**src/rtl/vlsc_pkg.sv**
```systemverilog
package vlsc_pkg;

    typedef enum logic {
        STD_60HZ = 1'b0,
        STD_50HZ = 1'b1
    } vstd_e;

    typedef struct packed {
        vstd_e std;
        logic  lace;
    } vcfg_t;

    // Slots in the current line for a given geometry and phase
    function automatic int unsigned pick_line_len(
        input vstd_e       s,
        input logic        long_phase,
        input int unsigned len_short,
        input int unsigned len_long,
        input int unsigned len_50
    );
        if (s == STD_50HZ)
            return len_50;
        return long_phase ? len_long : len_short;
    endfunction

    // Lines in the current field; the odd interlaced field adds one
    function automatic int unsigned pick_frame_len(
        input vstd_e       s,
        input logic        extra_line,
        input int unsigned lines_60,
        input int unsigned lines_50
    );
        int unsigned base;
        base = (s == STD_50HZ) ? lines_50 : lines_60;
        return base + (extra_line ? 1 : 0);
    endfunction

endpackage

```
**src/rtl/vlsc_slot_ctr.sv**
```systemverilog
module vlsc_slot_ctr #(
    parameter int SLOT_W = 8
) (
    input  logic              clk,
    input  logic              rst,
    input  logic              adv,
    input  logic [SLOT_W-1:0] len,
    output logic [SLOT_W-1:0] pos,
    output logic              wrap
);
    logic [SLOT_W-1:0] last_pos;

    assign last_pos = len - 1'b1;
    assign wrap     = adv && (pos == last_pos);

    always_ff @(posedge clk) begin
        if (rst)
            pos <= '0;
        else if (wrap)
            pos <= '0;
        else if (adv)
            pos <= pos + 1'b1;
    end
endmodule

```
**src/rtl/vlsc_line_ctr.sv**
```systemverilog
module vlsc_line_ctr #(
    parameter int LINE_W = 9
) (
    input  logic              clk,
    input  logic              rst,
    input  logic              adv,
    input  logic [LINE_W-1:0] len,
    output logic [LINE_W-1:0] num,
    output logic              wrap
);
    logic [LINE_W-1:0] last_line;

    assign last_line = len - 1'b1;
    assign wrap      = adv && (num == last_line);

    always_ff @(posedge clk) begin
        if (rst)
            num <= '0;
        else if (wrap)
            num <= '0;
        else if (adv)
            num <= num + 1'b1;
    end
endmodule

```
**src/rtl/vlsc_cfg_reg.sv**
```systemverilog
module vlsc_cfg_reg
    import vlsc_pkg::*;
(
    input  logic  clk,
    input  logic  rst,
    input  logic  frame_end,
    input  logic  std_in,
    input  logic  lace_in,
    output vcfg_t cfg,
    output logic  field_odd
);
    vcfg_t sampled;

    always_comb begin
        sampled.std  = vstd_e'(std_in);
        sampled.lace = lace_in;
    end

    always_ff @(posedge clk) begin
        if (rst) begin
            cfg       <= sampled;
            field_odd <= 1'b0;
        end else if (frame_end) begin
            cfg       <= sampled;
            field_odd <= lace_in ? ~field_odd : 1'b0;
        end
    end
endmodule

```
**src/rtl/vlsc_top.sv**
```systemverilog
module vlsc_top
    import vlsc_pkg::*;
#(
    parameter int SLOT_W    = 8,
    parameter int LINE_W    = 9,
    parameter int LEN_SHORT = 227,
    parameter int LEN_LONG  = 228,
    parameter int LEN_50    = 227,
    parameter int LINES_60  = 262,
    parameter int LINES_50  = 312
) (
    input  logic              clk,
    input  logic              rst,
    input  logic              slot_en,
    input  logic              std_sel,
    input  logic              interlace_en,
    output logic [SLOT_W-1:0] slot_pos,
    output logic [LINE_W-1:0] line_num,
    output logic              field_odd,
    output logic              line_start,
    output logic              frame_start
);
    vcfg_t             cfg_q;
    logic              long_phase;
    logic              line_end;
    logic              frame_end;
    logic [SLOT_W-1:0] cur_line_len;
    logic [LINE_W-1:0] cur_frame_len;

    always_comb begin
        cur_line_len  = SLOT_W'(pick_line_len(cfg_q.std, long_phase,
                                              LEN_SHORT, LEN_LONG, LEN_50));
        cur_frame_len = LINE_W'(pick_frame_len(cfg_q.std, field_odd,
                                               LINES_60, LINES_50));
    end

    // Short/long alternation runs freely across frames
    always_ff @(posedge clk) begin
        if (rst)
            long_phase <= 1'b0;
        else if (line_end)
            long_phase <= ~long_phase;
    end

    vlsc_slot_ctr #(.SLOT_W(SLOT_W)) u_slot (
        .clk  (clk),
        .rst  (rst),
        .adv  (slot_en),
        .len  (cur_line_len),
        .pos  (slot_pos),
        .wrap (line_end)
    );

    vlsc_line_ctr #(.LINE_W(LINE_W)) u_line (
        .clk  (clk),
        .rst  (rst),
        .adv  (line_end),
        .len  (cur_frame_len),
        .num  (line_num),
        .wrap (frame_end)
    );

    vlsc_cfg_reg u_cfg (
        .clk       (clk),
        .rst       (rst),
        .frame_end (frame_end),
        .std_in    (std_sel),
        .lace_in   (interlace_en),
        .cfg       (cfg_q),
        .field_odd (field_odd)
    );

    assign line_start  = (slot_pos == '0);
    assign frame_start = line_start && (line_num == '0);
endmodule

```
**config.mk**
```make
export PLATFORM = sky130hd
export DESIGN_NAME = vlsc_top
export DESIGN_NICKNAME = d
export VERILOG_FILES = /design/src/rtl/vlsc_pkg.sv /design/src/rtl/vlsc_slot_ctr.sv /design/src/rtl/vlsc_line_ctr.sv /design/src/rtl/vlsc_cfg_reg.sv /design/src/rtl/vlsc_top.sv
export SDC_FILE = /design/constraint.sdc
export NUM_CORES = 1
export LEC_CHECK = 0
export BUFFER_PORTS_ARGS = -buffer_cell sky130_fd_sc_hd__buf_2
export CELL_PAD_IN_SITES_DETAIL_PLACEMENT = 0
export CELL_PAD_IN_SITES_GLOBAL_PLACEMENT = 1
export CORE_MARGIN = 10
export CORE_UTILIZATION = 43
export CTS_BUF_LIST = sky130_fd_sc_hd__clkbuf_16
export CTS_CLUSTER_SIZE = 14
export DETAILED_ROUTE_END_ITERATION = 12
export MAX_ROUTING_LAYER = met4
export PLACE_DENSITY = 0.84
export SLEW_MARGIN = 40
export SYNTH_ARGS = -nofsm -noshare
export SYNTH_HDL_FRONTEND = slang
export SYNTH_SLANG_ARGS = --single-unit
```
**constraint.sdc**
```tcl
create_clock -name clk -period 2.8 [get_ports clk]
set_input_delay 0.84 -clock clk [delete_from_list [all_inputs] [get_ports clk]]
set_output_delay 0.84 -clock clk [all_outputs]
set_load 0.01 [all_outputs]
```
**After elaboration in Yosys (flattened, before gate mapping)**

Cells that the tools add are included.
W data, S select, Z words.

- Flip-flop bits (word level): 20
- Input bits: 5
- Output and inout bits: 20
- Word-level logic and storage cells: 31

- Add/sub/neg operators: 5
- Equality and inequality tests: 2
- Muxes and demuxes: 9
- Bitwise logic cells: 2
- Reductions and logical operators: 8

Operators by type and width:

| cell | number |
|---|---|
| $mux W8 | 2 |
| $add A9 B1 Y9 | 1 |
| $add A9 B1 Y9 const B | 1 |
| $eq A9 B9 Y1 | 1 |
| $logic_not A9 Y1 | 1 |
| $sub A9 B1 Y9 const B | 1 |
| $add A8 B1 Y8 const B | 1 |
| $eq A8 B8 Y1 | 1 |
| $logic_not A8 Y1 | 1 |
| $sub A8 B1 Y8 const B | 1 |
| $mux W6 | 1 |
| $mux W2 | 2 |
| $reduce_or A2 Y1 | 2 |
| $logic_and A1 B1 Y1 | 3 |
| $mux W1 | 3 |
| $mux W3 | 1 |
| $not A1 Y1 | 2 |
| $reduce_bool A2 Y1 | 1 |

**Longest topological paths before layout**

Gate-level depths: netlist of the first run.

- Word-level depth: 8
- Mapped depth: 8
- Mapped depth without buffers: 7

**Hierarchy**

Synthesis of the first run repeated with hierarchy kept, for this count alone.

- Cells, all modules: 189
- Area, all modules: 1615.3 um2

Modules (own cells, without submodules):

| module | times used | cells each | area an instance (um2) | sequential area each (um2) |
|---|---|---|---|---|
| vlsc_line_ctr | 1 | 90 | 765.7 | 180.2 |
| vlsc_slot_ctr | 1 | 77 | 634.4 | 160.2 |
| vlsc_cfg_reg | 1 | 7 | 108.9 | 80.1 |
| vlsc_top | 1 | 15 | 106.4 | 20.0 |

**Worst setup path after synthesis of the first run**

OpenSTA, ideal clock, no wires.

- Kind: reg2out
- Start point: reg u_slot.pos[0]
- End point: out frame_start
- Arrival: 1108 ps
- Data required time: 1960 ps
- Slack: 852 ps
- Cell stages (with the launch flop): 5
- Path buffers: 0
- Cell sequence: dfxtp_1 inv_1 ha_1 and4b_1 and3_1

- Word-level cells in the longest chain between the ends: 2

RTL lines:

| element | line | RTL |
|---|---|---|
| start: declaration | vlsc_slot_ctr.sv:8 | `output logic [SLOT_W-1:0] pos,` |
| start signal: assignment | vlsc_slot_ctr.sv:22 | `pos <= pos + 1'b1;` |
| $logic_not A8 Y1 | vlsc_top.sv:73 | `assign line_start = (slot_pos == '0);` |
| via line_start | vlsc_top.sv:20 | `output logic line_start,` |
| $logic_and A1 B1 Y1 | vlsc_top.sv:74 | `assign frame_start = line_start && (line_num == '0);` |
| end: declaration | vlsc_top.sv:21 | `output logic frame_start` |

The timed path passes the listed nets, and every way through them passes these cells.

**Final worst setup path of the first run**

- Start point: reg u_slot.pos[0]
- End point: out frame_start

- Word-level cells in the longest chain between the ends: 2

RTL lines:

| element | line |
|---|---|
| $logic_not A8 Y1 | vlsc_top.sv:73 |
| $logic_and A1 B1 Y1 | vlsc_top.sv:74 |

Every way passes these cells.

==> impl_metrics.env, run 1 <==
export IMPL_fin_crit_ps=2349
export IMPL_pre_cts_slack_ps=564.6
export IMPL_ctsResizeCount=0
export IMPL_ctsHtreeMaxLevel=1
export IMPL_antenna_found_initial=0
export IMPL_period_share_pct=83.88
export IMPL_crit_path_end="frame_start"
export IMPL_numClockSinks=20
export IMPL_p_leak_nw=0.5436
export IMPL_drt_wl_total_mm=2.944
export IMPL_num_antenna_cells=0
export IMPL_dieHeight_um=73.37
export IMPL_synthCells=145
export IMPL_cp_end_kind="primary output"
export IMPL_multi_input_area_um2=726.9
export IMPL_slew_headroom_pct=71.77
export IMPL_worstReg2RegStart="u_cfg.field_odd"
export IMPL_worst_slack_ps=451.5
export IMPL_grt_usage_pct=11.38
export IMPL_status="complete, no violations"
export IMPL_setup_worst_path_start="u_slot.pos[0]"
export IMPL_grt_max_degree=25
export IMPL_post_place_cells=191
export IMPL_synth_edf_count=1
export IMPL_dp_hpwl_mm=2.167
export IMPL_cts_buffers=3
export IMPL_yosys_warnings=0
export IMPL_cpPeakStageDelay_ps=490
export IMPL_fp_row_count=19
export IMPL_path_cells="inv_1, ha_1, and4b_1, and3_1, buf_2"
export IMPL_finalSetupViolations=0
export IMPL_drc_errors=0
export IMPL_ant_nets=0
export IMPL_timing_final_max_slew_violations=0
export IMPL_synthesis_nets=157
export IMPL_post_cts_setup_buffer_count=0
export IMPL_port_buffers=24
export IMPL_startpoint_type="register"
export IMPL_drt_iter0_markers=36
export IMPL_path_buf_inv=2
export IMPL_regArea_um2=410.4
export IMPL_final_cells=195
export IMPL_globalplace_congestion=0.7943
export IMPL_cp_arrival_ps=1510
export IMPL_clock_skew_ps=1.390
export IMPL_required_ps=1960
export IMPL_core_area_um2=2734
export IMPL_cts_hold_repair_buffers=0
export IMPL_cts_path_max_buffers=2
export IMPL_fillers=275
export IMPL_start_util_pct=44.81
export IMPL_area_growth_pct=14.40
export IMPL_drive_gt1_share_pct=21.34
export IMPL_finalHoldViolCount=0
export IMPL_drv_cap=0
export IMPL_rsz0062_at_grt="false"
export IMPL_r2r_cells=8
export IMPL_worst_pin_slew_ps=422.2
export IMPL_vdd_drop_max_uv=310.0
export IMPL_wire_per_inst_um=15.10
export IMPL_num_vias=1090
export IMPL_crit_family="flip-flops"
export IMPL_fin_setup_tns_ps=0
export IMPL_syn_avg_cell_area_um2=8.448
export IMPL_cp_depth=5
export IMPL_cts_clk_slew_worst_paths_ps=60
export IMPL_synthArstFlopShare_pct=0
export IMPL_die_w_um=73.37
export IMPL_fmax_mhz=425.8
export IMPL_cts_tree="built"
export IMPL_num_io_pins=25
export IMPL_drt_first_pass_iters=4
export IMPL_synth_cell_types=38
export IMPL_avgViaCountPerCell=5.590
export IMPL_path_max_fanout=7
export IMPL_seq_area_frac_synth_pct=33.50
export IMPL_insertion_delay_ps=250
export IMPL_hold_path_class="register to register"
export IMPL_ys_flop_type="dfxtp_1"
export IMPL_power_density_nw_per_um2=480.9
export IMPL_ff2ff_setup_slack_ps=640
export IMPL_cp_slowest_cell="dfxtp_1"
export IMPL_grt_pass1_vias=1014
export IMPL_grt_overflow_total=0
export IMPL_grt_pass1_wl_mm=4.843
export IMPL_clock_root_buffer="clkbuf_16"
export IMPL_critical_path_class="register to primary output"
export IMPL_synth_seq_cells=20
export IMPL_reg2reg_to="u_cfg.cfg[1]"
export IMPL_syn_area_um2=1225
export IMPL_nets=177
export IMPL_die_area_um2=5383
==> worst min path at each step <==
stage | start | end | slack, ps | cells past startpoint
after global placement | long_phase | long_phase | 490 | 2
after detailed placement | long_phase | long_phase | 500 | 2
after CTS | long_phase | long_phase | 520 | 2
after floorplan | long_phase | long_phase | 480 | 2
final | long_phase | long_phase | 510 | 2
after global routing | u_line.num[8] | u_line.num[8] | 570 | 2
==> Yosys cell counts, types with 2 or more instances <==
| cell type | number | share of area [%] |
|---|---|---|
| a21oi_1 | 5 | 2.0 |
| a31oi_1 | 3 | 1.5 |
| and3_1 | 3 | 1.5 |
| buf_2 | 3 | 1.2 |
| buf_4 | 4 | 2.5 |
| dfxtp_1 | 19 | 31 |
| ha_1 | 7 | 7.1 |
| inv_1 | 5 | 1.5 |
| mux2i_1 | 2 | 1.6 |
| nand2_1 | 14 | 4.3 |
| nand3_1 | 17 | 6.9 |
| nand3b_1 | 2 | 1.2 |
| nand4_1 | 2 | 1.0 |
| nand4b_1 | 4 | 2.9 |
| nor2_1 | 7 | 2.1 |
| nor3_1 | 11 | 4.5 |
| nor4_1 | 4 | 2.0 |
| or3_1 | 2 | 1.0 |
| xnor2_1 | 8 | 5.7 |
| xor2_1 | 5 | 3.6 |
==> worst min-delay path, cell delays in order, from the launching register on <==
cell	delay (ps)
dfxtp_1	330
xnor2_1	70
nor2_1	70
==> report_power, final <==
group | total [W] | switching (W) | internal (W)
logic | 0.0000647 | 0.0000348 | 0.0000298
clock network | 0.000297 | 0.000106 | 0.000190
registers | 0.000313 | 0.0000169 | 0.000296
total | 0.000674 | 0.000158 | 0.000516
==> stage by stage <==
step	cell area, um^2	hold slack, ps	util (%)	power (W)
floorplan	1225	475.9	-	0.0003572
global placement	1323	494.3	48.38	0.0003824
detailed placement	1323	498.3	48.38	0.0003850
CTS	1401	516.3	51.26	0.0006805
global route	1401	571.1	51.26	0.0007008
finish	1401	507.7	51.26	0.0006739
==> routing by layer <==
metal	wire [um]	vias up	track usage (%)	share of wire, %
met3	144	5	3.230	4.9
met2	1393	25	17.86	47
met5	0	-	-	0
met1	1369	509	13.68	47
li1	-	551	-	-
met4	37	0	3.727	1.3
==> final cells by class <==
cell class	instances	share of cell area (%)
Tap cell	31	2.768
Multi-Input combinational cell	110	51.88
Clock inverter	1	0.2679
Inverter	5	1.339
Clock buffer	3	5.357
Timing Repair Buffer	25	9.107
Sequential cell	20	29.29
==> registers in the layout (all words and copies together) (netlist names) <==
signal           count
u_cfg.field_odd      1
u_cfg.cfg            1
u_line.num           9
long_phase           1
u_slot.pos           8
==> placed cells by master, fill, tap and decap left out <==
cell       synthesis  layout
xnor2_1            8       8
ha_1               7       7
or3_1              2       2
nor2b_1            1       1
nand4b_1           4       4
buf_2              3      24
a21oi_1            5       5
nand3b_1           2       2
nor2b_2            1       1
nand4_1            2       2
nor3_1            11      11
and4b_1            1       1
nor4b_1            1       1
nor3_4             1       1
o311ai_2           1       1
nand3_1           17      17
or2_2              1       1
inv_1              5       5
or2_0              1       1
and3_1             3       3
buf_4              4       1
nor4_1             4       4
a31oi_1            3       3
clkinv_1           0       1
mux2i_1            2       2
edfxtp_1           1       1
o31ai_1            1       1
nor2_1             7       7
nand2_1           14      14
nor4_2             1       1
nand2b_1           1       1
dfxtp_1           19      19
o21ai_0            1       1
clkbuf_16          0       3
and3_2             1       1
nor2_2             1       1
xor2_1             5       5
==> cells by family after synthesis <==
| group | count (synthesis) | share of synthesized area [%] |
|---|---|---|
| simple gates | 77 | 35.34 |
| xor+xnor | 13 | 9.295 |
| buf+inv | 15 | 7.150 |
| compound gates | 11 | 5.924 |
| mux | 2 | 1.634 |
| fa+ha+maj | 7 | 7.150 |
| flops | 20 | 33.50 |
(Power assumes the default switching activity.)
==> run 2, diff against run 1 <==
--- a/config.mk
+++ b/config.mk
@@ -5,16 +5,17 @@
 export SDC_FILE = /design/constraint.sdc
 export NUM_CORES = 1
 export LEC_CHECK = 0
+export ABC_AREA = 1
 export BUFFER_PORTS_ARGS = -buffer_cell sky130_fd_sc_hd__buf_2
 export CELL_PAD_IN_SITES_DETAIL_PLACEMENT = 0
 export CELL_PAD_IN_SITES_GLOBAL_PLACEMENT = 1
 export CORE_MARGIN = 10
-export CORE_UTILIZATION = 43
+export CORE_UTILIZATION = 37
 export CTS_BUF_LIST = sky130_fd_sc_hd__clkbuf_16
 export CTS_CLUSTER_SIZE = 14
 export DETAILED_ROUTE_END_ITERATION = 12
 export MAX_ROUTING_LAYER = met4
-export PLACE_DENSITY = 0.84
+export PLACE_DENSITY = 0.78
 export SLEW_MARGIN = 40
 export SYNTH_ARGS = -nofsm -noshare
 export SYNTH_HDL_FRONTEND = slang
==> constraint.sdc (replaced) <==
create_clock -name clk -period 2.3 [get_ports clk]
set_input_delay 0.69 -clock clk [delete_from_list [all_inputs] [get_ports clk]]
set_output_delay 0.69 -clock clk [all_outputs]
set_load 0.01 [all_outputs]
==> impl_metrics.env, run 2 <==
export IMPL_drive_gt1_share_pct=18.32
export IMPL_cts_tree="built"
export IMPL_cp_arrival_ps=1380
export IMPL_fin_setup_tns_ps=0
export IMPL_clock_root_buffer="clkbuf_16"
export IMPL_cp_depth=5
export IMPL_cpPeakStageDelay_ps=370
export IMPL_dp_hpwl_mm=2.307
export IMPL_post_cts_setup_buffer_count=0
export IMPL_yosys_top_cells_area="dfxtp_1 32%, nand2_1 14%, inv_1 8.3%"
export IMPL_yosys_warnings=0
export IMPL_fmax_mhz=482.1
export IMPL_fp_row_count=20
export IMPL_synth_edf_count=1
export IMPL_ff2ff_setup_slack_ps=430
export IMPL_synthCells=176
export IMPL_synth_cell_types=25
export IMPL_dieHeight_um=76.41
export IMPL_syn_area_um2=1177
export IMPL_ctsHtreeMaxLevel=1
export IMPL_route_met3_wl_um=64
export IMPL_synth_seq_cells=20
export IMPL_drt_wl_total_mm=2.883
export IMPL_drt_first_pass_iters=4
export IMPL_top_register="u_line.num"
export IMPL_final_cell_mix="45 x nand2_1, 26 x inv_1, 25 x nor2_1, 24 x buf_2, 19 x dfxtp_1"
export IMPL_port_buffers=24
export IMPL_final_area_um2=1436
export IMPL_antenna_found_initial=0
export IMPL_fin_crit_ps=2074
export IMPL_crit_path_end="frame_start"
export IMPL_final_common_cell="nand2_1"
export IMPL_start_util_pct=38.57
export IMPL_grt_usage_pct=10.20
export IMPL_status="complete, no violations"
export IMPL_synthesis_nets=188
export IMPL_rsz0062_at_grt="false"
export IMPL_nets=215
export IMPL_cp_end_kind="primary output"
export IMPL_yosysMostFrequentCell="nand2_1"
export IMPL_ant_nets=0
export IMPL_ys_flop_type="dfxtp_1"
export IMPL_cts_clk_slew_worst_paths_ps=50
export IMPL_area_growth_pct=22.00
export IMPL_grt_pass1_vias=1175
export IMPL_seq_area_frac_synth_pct=34.86
export IMPL_wl_met1_mm=1.363
export IMPL_die_area_um2=5838
export IMPL_num_vias=1153
export IMPL_grt_pass1_wl_mm=5.016
export IMPL_r2r_cells=10
export IMPL_insertion_delay_ps=250
export IMPL_dr_wl_met2_mm=1.443
export IMPL_numClockSinks=20
export IMPL_drc_errors=0
export IMPL_pre_cts_slack_ps=268.8
export IMPL_required_ps=1610
export IMPL_num_antenna_cells=0
export IMPL_path_max_fanout=7
export IMPL_ctsResizeCount=0
export IMPL_cts_hold_repair_buffers=0
export IMPL_critical_path_class="register to primary output"
export IMPL_die_w_um=76.41
export IMPL_highest_layer="met4"
export IMPL_worst_slack_ps=225.7
export IMPL_placed_cell_area_um2=1336
export IMPL_startpoint_type="register"
export IMPL_largest_register_ffs=9
export IMPL_clock_skew_ps=6.713
export IMPL_power_density_nw_per_um2=589.0
export IMPL_vdd_drop_max_uv=276.1
export IMPL_cts_path_max_buffers=2
export IMPL_grt_max_degree=13
export IMPL_syn_avg_cell_area_um2=6.690
export IMPL_regArea_um2=410.4
export IMPL_multi_input_area_um2=645.6
export IMPL_worstReg2RegStart="u_cfg.field_odd"
export IMPL_p_leak_nw=0.6781
export IMPL_drt_iter0_markers=46
export IMPL_yosys_area_top_type_share_pct=32.31
export IMPL_grt_overflow_total=0
export IMPL_wire_per_inst_um=11.72
export IMPL_timing_final_max_slew_violations=0
export IMPL_fillers=343
export IMPL_slew_headroom_pct=71.36
export IMPL_path_buf_inv=2
export IMPL_drv_cap=0
export IMPL_path_cells="inv_1, ha_1, nand4_1, nor3_1, buf_2"
export IMPL_total_power_w=0.0008460
export IMPL_synthArstFlopShare_pct=0
export IMPL_setup_worst_path_start="u_slot.pos[0]"
export IMPL_largest_registers="u_line.num (9), u_slot.pos (8)"
export IMPL_crit_family="flip-flops"
export IMPL_synthTopCellsByCount="45 x nand2_1, 26 x inv_1, 25 x nor2_1, 19 x dfxtp_1, 11 x a21oi_1"
export IMPL_core_area_um2=3053
export IMPL_finalSetupViolations=0
export IMPL_period_share_pct=90.19
export IMPL_worst_pin_slew_ps=426.4
export IMPL_finalHoldViolCount=0
export IMPL_reg2reg_to="u_cfg.cfg[1]"
export IMPL_num_io_pins=25
export IMPL_cts_buffers=3
export IMPL_globalplace_congestion=0.7717
export IMPL_cp_slowest_cell="dfxtp_1"
export IMPL_avgViaCountPerCell=4.687
export IMPL_hold_path_class="register to register"
export IMPL_synth_top_cell_by_area="dfxtp_1"
export IMPL_whs_ps=501.9
[run 2: cell count changes in the layout (fill, tap and decap cells not counted), sizes merged, moves of 6 or more]
cell | before | now
nand3 | 17 | 7
inv | 5 | 28
nand2 | 14 | 48
nor3 | 12 | 5
nor2 | 8 | 28
a21oi | 5 | 11
xnor2 | 8 | 1
[run 2: cell families (layout without fill, tap and decap cells)]
group           Yosys count  in the layout  synth area share [%]
simple gates             98             98                 37.30
compound gates           18             18                 7.863
buf+inv                  30             56                 10.31
flops                    20             20                 34.86
fa+ha+maj                 7              7                 7.439
xor+xnor                  3              3                 2.232
[run 2: metrics by stage]
stage | util [%] | std cells
finish | 47.05 | 246
global route | 47.05 | 246
detailed placement | 43.77 | 242
CTS | 47.05 | 246
floorplan | - | 176
global placement | 43.77 | 242
[run 2: worst min path at each step]
stage                          to          start  slack [ps]  cells after the start
global route        u_slot.pos[7]  u_slot.pos[7]         550                      2
detailed placement     long_phase     long_phase         490                      2
floorplan              long_phase     long_phase         450                      2
CTS                 u_slot.pos[7]  u_slot.pos[7]         510                      2
finish                 long_phase     long_phase         500                      2
global placement       long_phase     long_phase         470                      2
[run 2: layout make-up]
class,instances,share of cell area [%]
Inverter,28,7.317
Multi-Input combinational cell,126,44.95
Clock buffer,4,6.969
Sequential cell,20,28.57
Tap cell,44,3.833
Timing Repair Buffer,24,8.362
[run 2: worst reg2reg max path, stage by stage (launching register included)]
cell and delay (ps):
dfxtp_1 420, inv_1 120, ha_1 300, inv_1 40, nand2_1 50, nand2_1 40, nor2_1 80, nand2_1 60
nor2_1 120, nand2_1 120, nand2_2 200
[run 2: report_power, final]
part	switching, W	internal [W]
registers	0.00000749	0.000354
logic	0.0000313	0.0000193
clock network	0.000133	0.000301
[run 2: routing by layer]
metal	vias to the layer above	track usage [%]
met5	-	-
met4	0	2.788
met3	2	2.123
met2	11	18.03
met1	531	11.28
li1	609	-
==> run 3, diff against run 2 <==
--- a/config.mk
+++ b/config.mk
@@ -10,12 +10,14 @@
 export CELL_PAD_IN_SITES_DETAIL_PLACEMENT = 0
 export CELL_PAD_IN_SITES_GLOBAL_PLACEMENT = 1
 export CORE_MARGIN = 10
-export CORE_UTILIZATION = 37
-export CTS_BUF_LIST = sky130_fd_sc_hd__clkbuf_16
+export CORE_UTILIZATION = 39
+export CTS_BUF_LIST = sky130_fd_sc_hd__clkbuf_8
 export CTS_CLUSTER_SIZE = 14
 export DETAILED_ROUTE_END_ITERATION = 12
+export GPL_TIMING_DRIVEN = 0
 export MAX_ROUTING_LAYER = met4
-export PLACE_DENSITY = 0.78
+export PLACE_DENSITY = 0.81
+export SETUP_SLACK_MARGIN = 0.02
 export SLEW_MARGIN = 40
 export SYNTH_ARGS = -nofsm -noshare
 export SYNTH_HDL_FRONTEND = slang
==> impl_metrics.env, run 3 (synthesis gave the netlist of run 2 again) <==
export IMPL_status="complete, no violations"
export IMPL_grt_overflow_total=0
export IMPL_cp_arrival_ps=1430
export IMPL_grt_pass1_wl_mm=4.864
export IMPL_reg2reg_to="u_cfg.cfg[1]"
export IMPL_slew_headroom_pct=75.87
export IMPL_clock_root_buffer="clkbuf_8"
export IMPL_start_util_pct=41.62
export IMPL_fillers=318
export IMPL_power_density_nw_per_um2=487.1
export IMPL_cp_end_kind="primary output"
export IMPL_vdd_drop_max_uv=303.8
export IMPL_drt_iter0_markers=50
export IMPL_hold_path_depth=2
export IMPL_cts_hold_repair_buffers=0
export IMPL_grt_pass1_vias=1151
export IMPL_p_leak_nw=0.6691
export IMPL_die_area_um2=5617
export IMPL_dp_hpwl_mm=2.241
export IMPL_setup_worst_path_start="u_slot.pos[0]"
export IMPL_drv_cap=0
export IMPL_ant_nets=0
export IMPL_path_max_fanout=7
export IMPL_worst_pin_slew_ps=358.7
export IMPL_cts_buffers=3
export IMPL_period_share_pct=92.35
export IMPL_num_antenna_cells=0
export IMPL_drc_errors=0
export IMPL_top_register="u_line.num"
export IMPL_r2r_cells=10
export IMPL_avgViaCountPerCell=4.855
export IMPL_post_cts_setup_buffer_count=0
export IMPL_core_area_um2=2829
export IMPL_cts_clk_slew_worst_paths_ps=70
export IMPL_fin_setup_tns_ps=0
export IMPL_worst_slack_ps=176.0
export IMPL_drt_wl_total_mm=2.745
export IMPL_antenna_found_initial=0
export IMPL_ff2ff_setup_slack_ps=480
export IMPL_startpoint_type="register"
export IMPL_regArea_um2=410.4
export IMPL_largest_registers="u_line.num (9), u_slot.pos (8)"
export IMPL_drt_first_pass_iters=4
export IMPL_final_common_cell="nand2_1"
export IMPL_fin_crit_ps=2124
export IMPL_pre_cts_slack_ps=350.0
export IMPL_crit_path_end="frame_start"
export IMPL_cts_path_max_buffers=2
export IMPL_required_ps=1610
export IMPL_finalSetupViolations=0
export IMPL_fp_row_count=19
export IMPL_hold_path_class="register to register"
export IMPL_ctsResizeCount=0
export IMPL_final_area_um2=1391
export IMPL_port_buffers=24
export IMPL_grt_max_degree=12
export IMPL_wire_per_inst_um=11.68
export IMPL_die_w_um=74.95
export IMPL_placed_cell_area_um2=1336
export IMPL_grt_usage_pct=11.21
export IMPL_largest_register_ffs=9
export IMPL_timing_final_max_slew_violations=0
export IMPL_insertion_delay_ps=260
export IMPL_dieHeight_um=74.95
export IMPL_num_vias=1141
export IMPL_clock_skew_ps=2.170
export IMPL_fmax_mhz=470.8
export IMPL_nets=217
export IMPL_cts_tree="built"
export IMPL_drive_gt1_share_pct=19.12
export IMPL_num_io_pins=25
export IMPL_rsz0062_at_grt="false"
export IMPL_multi_input_area_um2=645.6
export IMPL_ctsHtreeMaxLevel=1
export IMPL_area_growth_pct=18.17
export IMPL_final_cell_mix="45 x nand2_1, 26 x inv_1, 25 x nor2_1, 25 x buf_2, 19 x dfxtp_1"
export IMPL_finalHoldViolCount=0
export IMPL_numClockSinks=20
export IMPL_globalplace_congestion=0.8244
export IMPL_critical_path_class="register to primary output"
export IMPL_worstReg2RegStart="u_cfg.field_odd"
## run 3: cell types whose count changed in the layout (fill, tap and decap cells not counted)
cell | previous run | this run
buf_2 | 24 | 25
buf_6 | 0 | 1
clkbuf_16 | 4 | 0
clkbuf_8 | 0 | 4
## run 3: final cells by class
class / instances / area share [%]
inverters: 28 / 7.554
repair buffers: 24 / 8.633
flip-flops and latches: 20 / 29.50
multi-input cells: 126 / 46.40
plain buffers: 2 / 1.169
well taps: 31 / 2.788
clock buffers: 4 / 3.957
## run 3: how the worst min path moves through the flow
| stage | start | to | slack [ps] |
|---|---|---|---|
| after floorplan | long_phase | long_phase | 450 |
| after global placement | long_phase | long_phase | 480 |
| after detailed placement | long_phase | long_phase | 490 |
| after CTS | long_phase | long_phase | 500 |
| after global routing | long_phase | long_phase | 520 |
| final | long_phase | long_phase | 490 |
## run 3: critical path: stages (launching register included)
cell	delay, ps
dfxtp_1	380
inv_1	110
ha_1	160
nand4_1	160
nor3_1	190
buf_2	170
## run 3: metal layers
layer	vias up	GRT usage, %	share of wire [%]
met1	511	11.85	46
met3	4	2.497	2.6
li1	610	-	-
met4	0	3.151	0.95
met5	-	-	0
met2	16	20.38	51
## run 3: through the flow
| step | util (%) | instances | hold slack [ps] | power (W) |
|---|---|---|---|---|
| after floorplan | - | 176 | 453.6 | 0.0003977 |
| after global placement | 47.24 | 231 | 478.9 | 0.0004190 |
| after detailed placement | 47.24 | 231 | 487.4 | 0.0004198 |
| after CTS | 49.18 | 235 | 499.1 | 0.0006889 |
| after global routing | 49.18 | 235 | 524.4 | 0.0007134 |
| final | 49.18 | 235 | 493.4 | 0.0006777 |
## run 3: power by group
group          switching [W]  internal (W)  leakage, nW
registers         0.00000716      0.000354        0.163
clock network       0.000115      0.000152       0.0288
logic              0.0000309     0.0000191        0.477
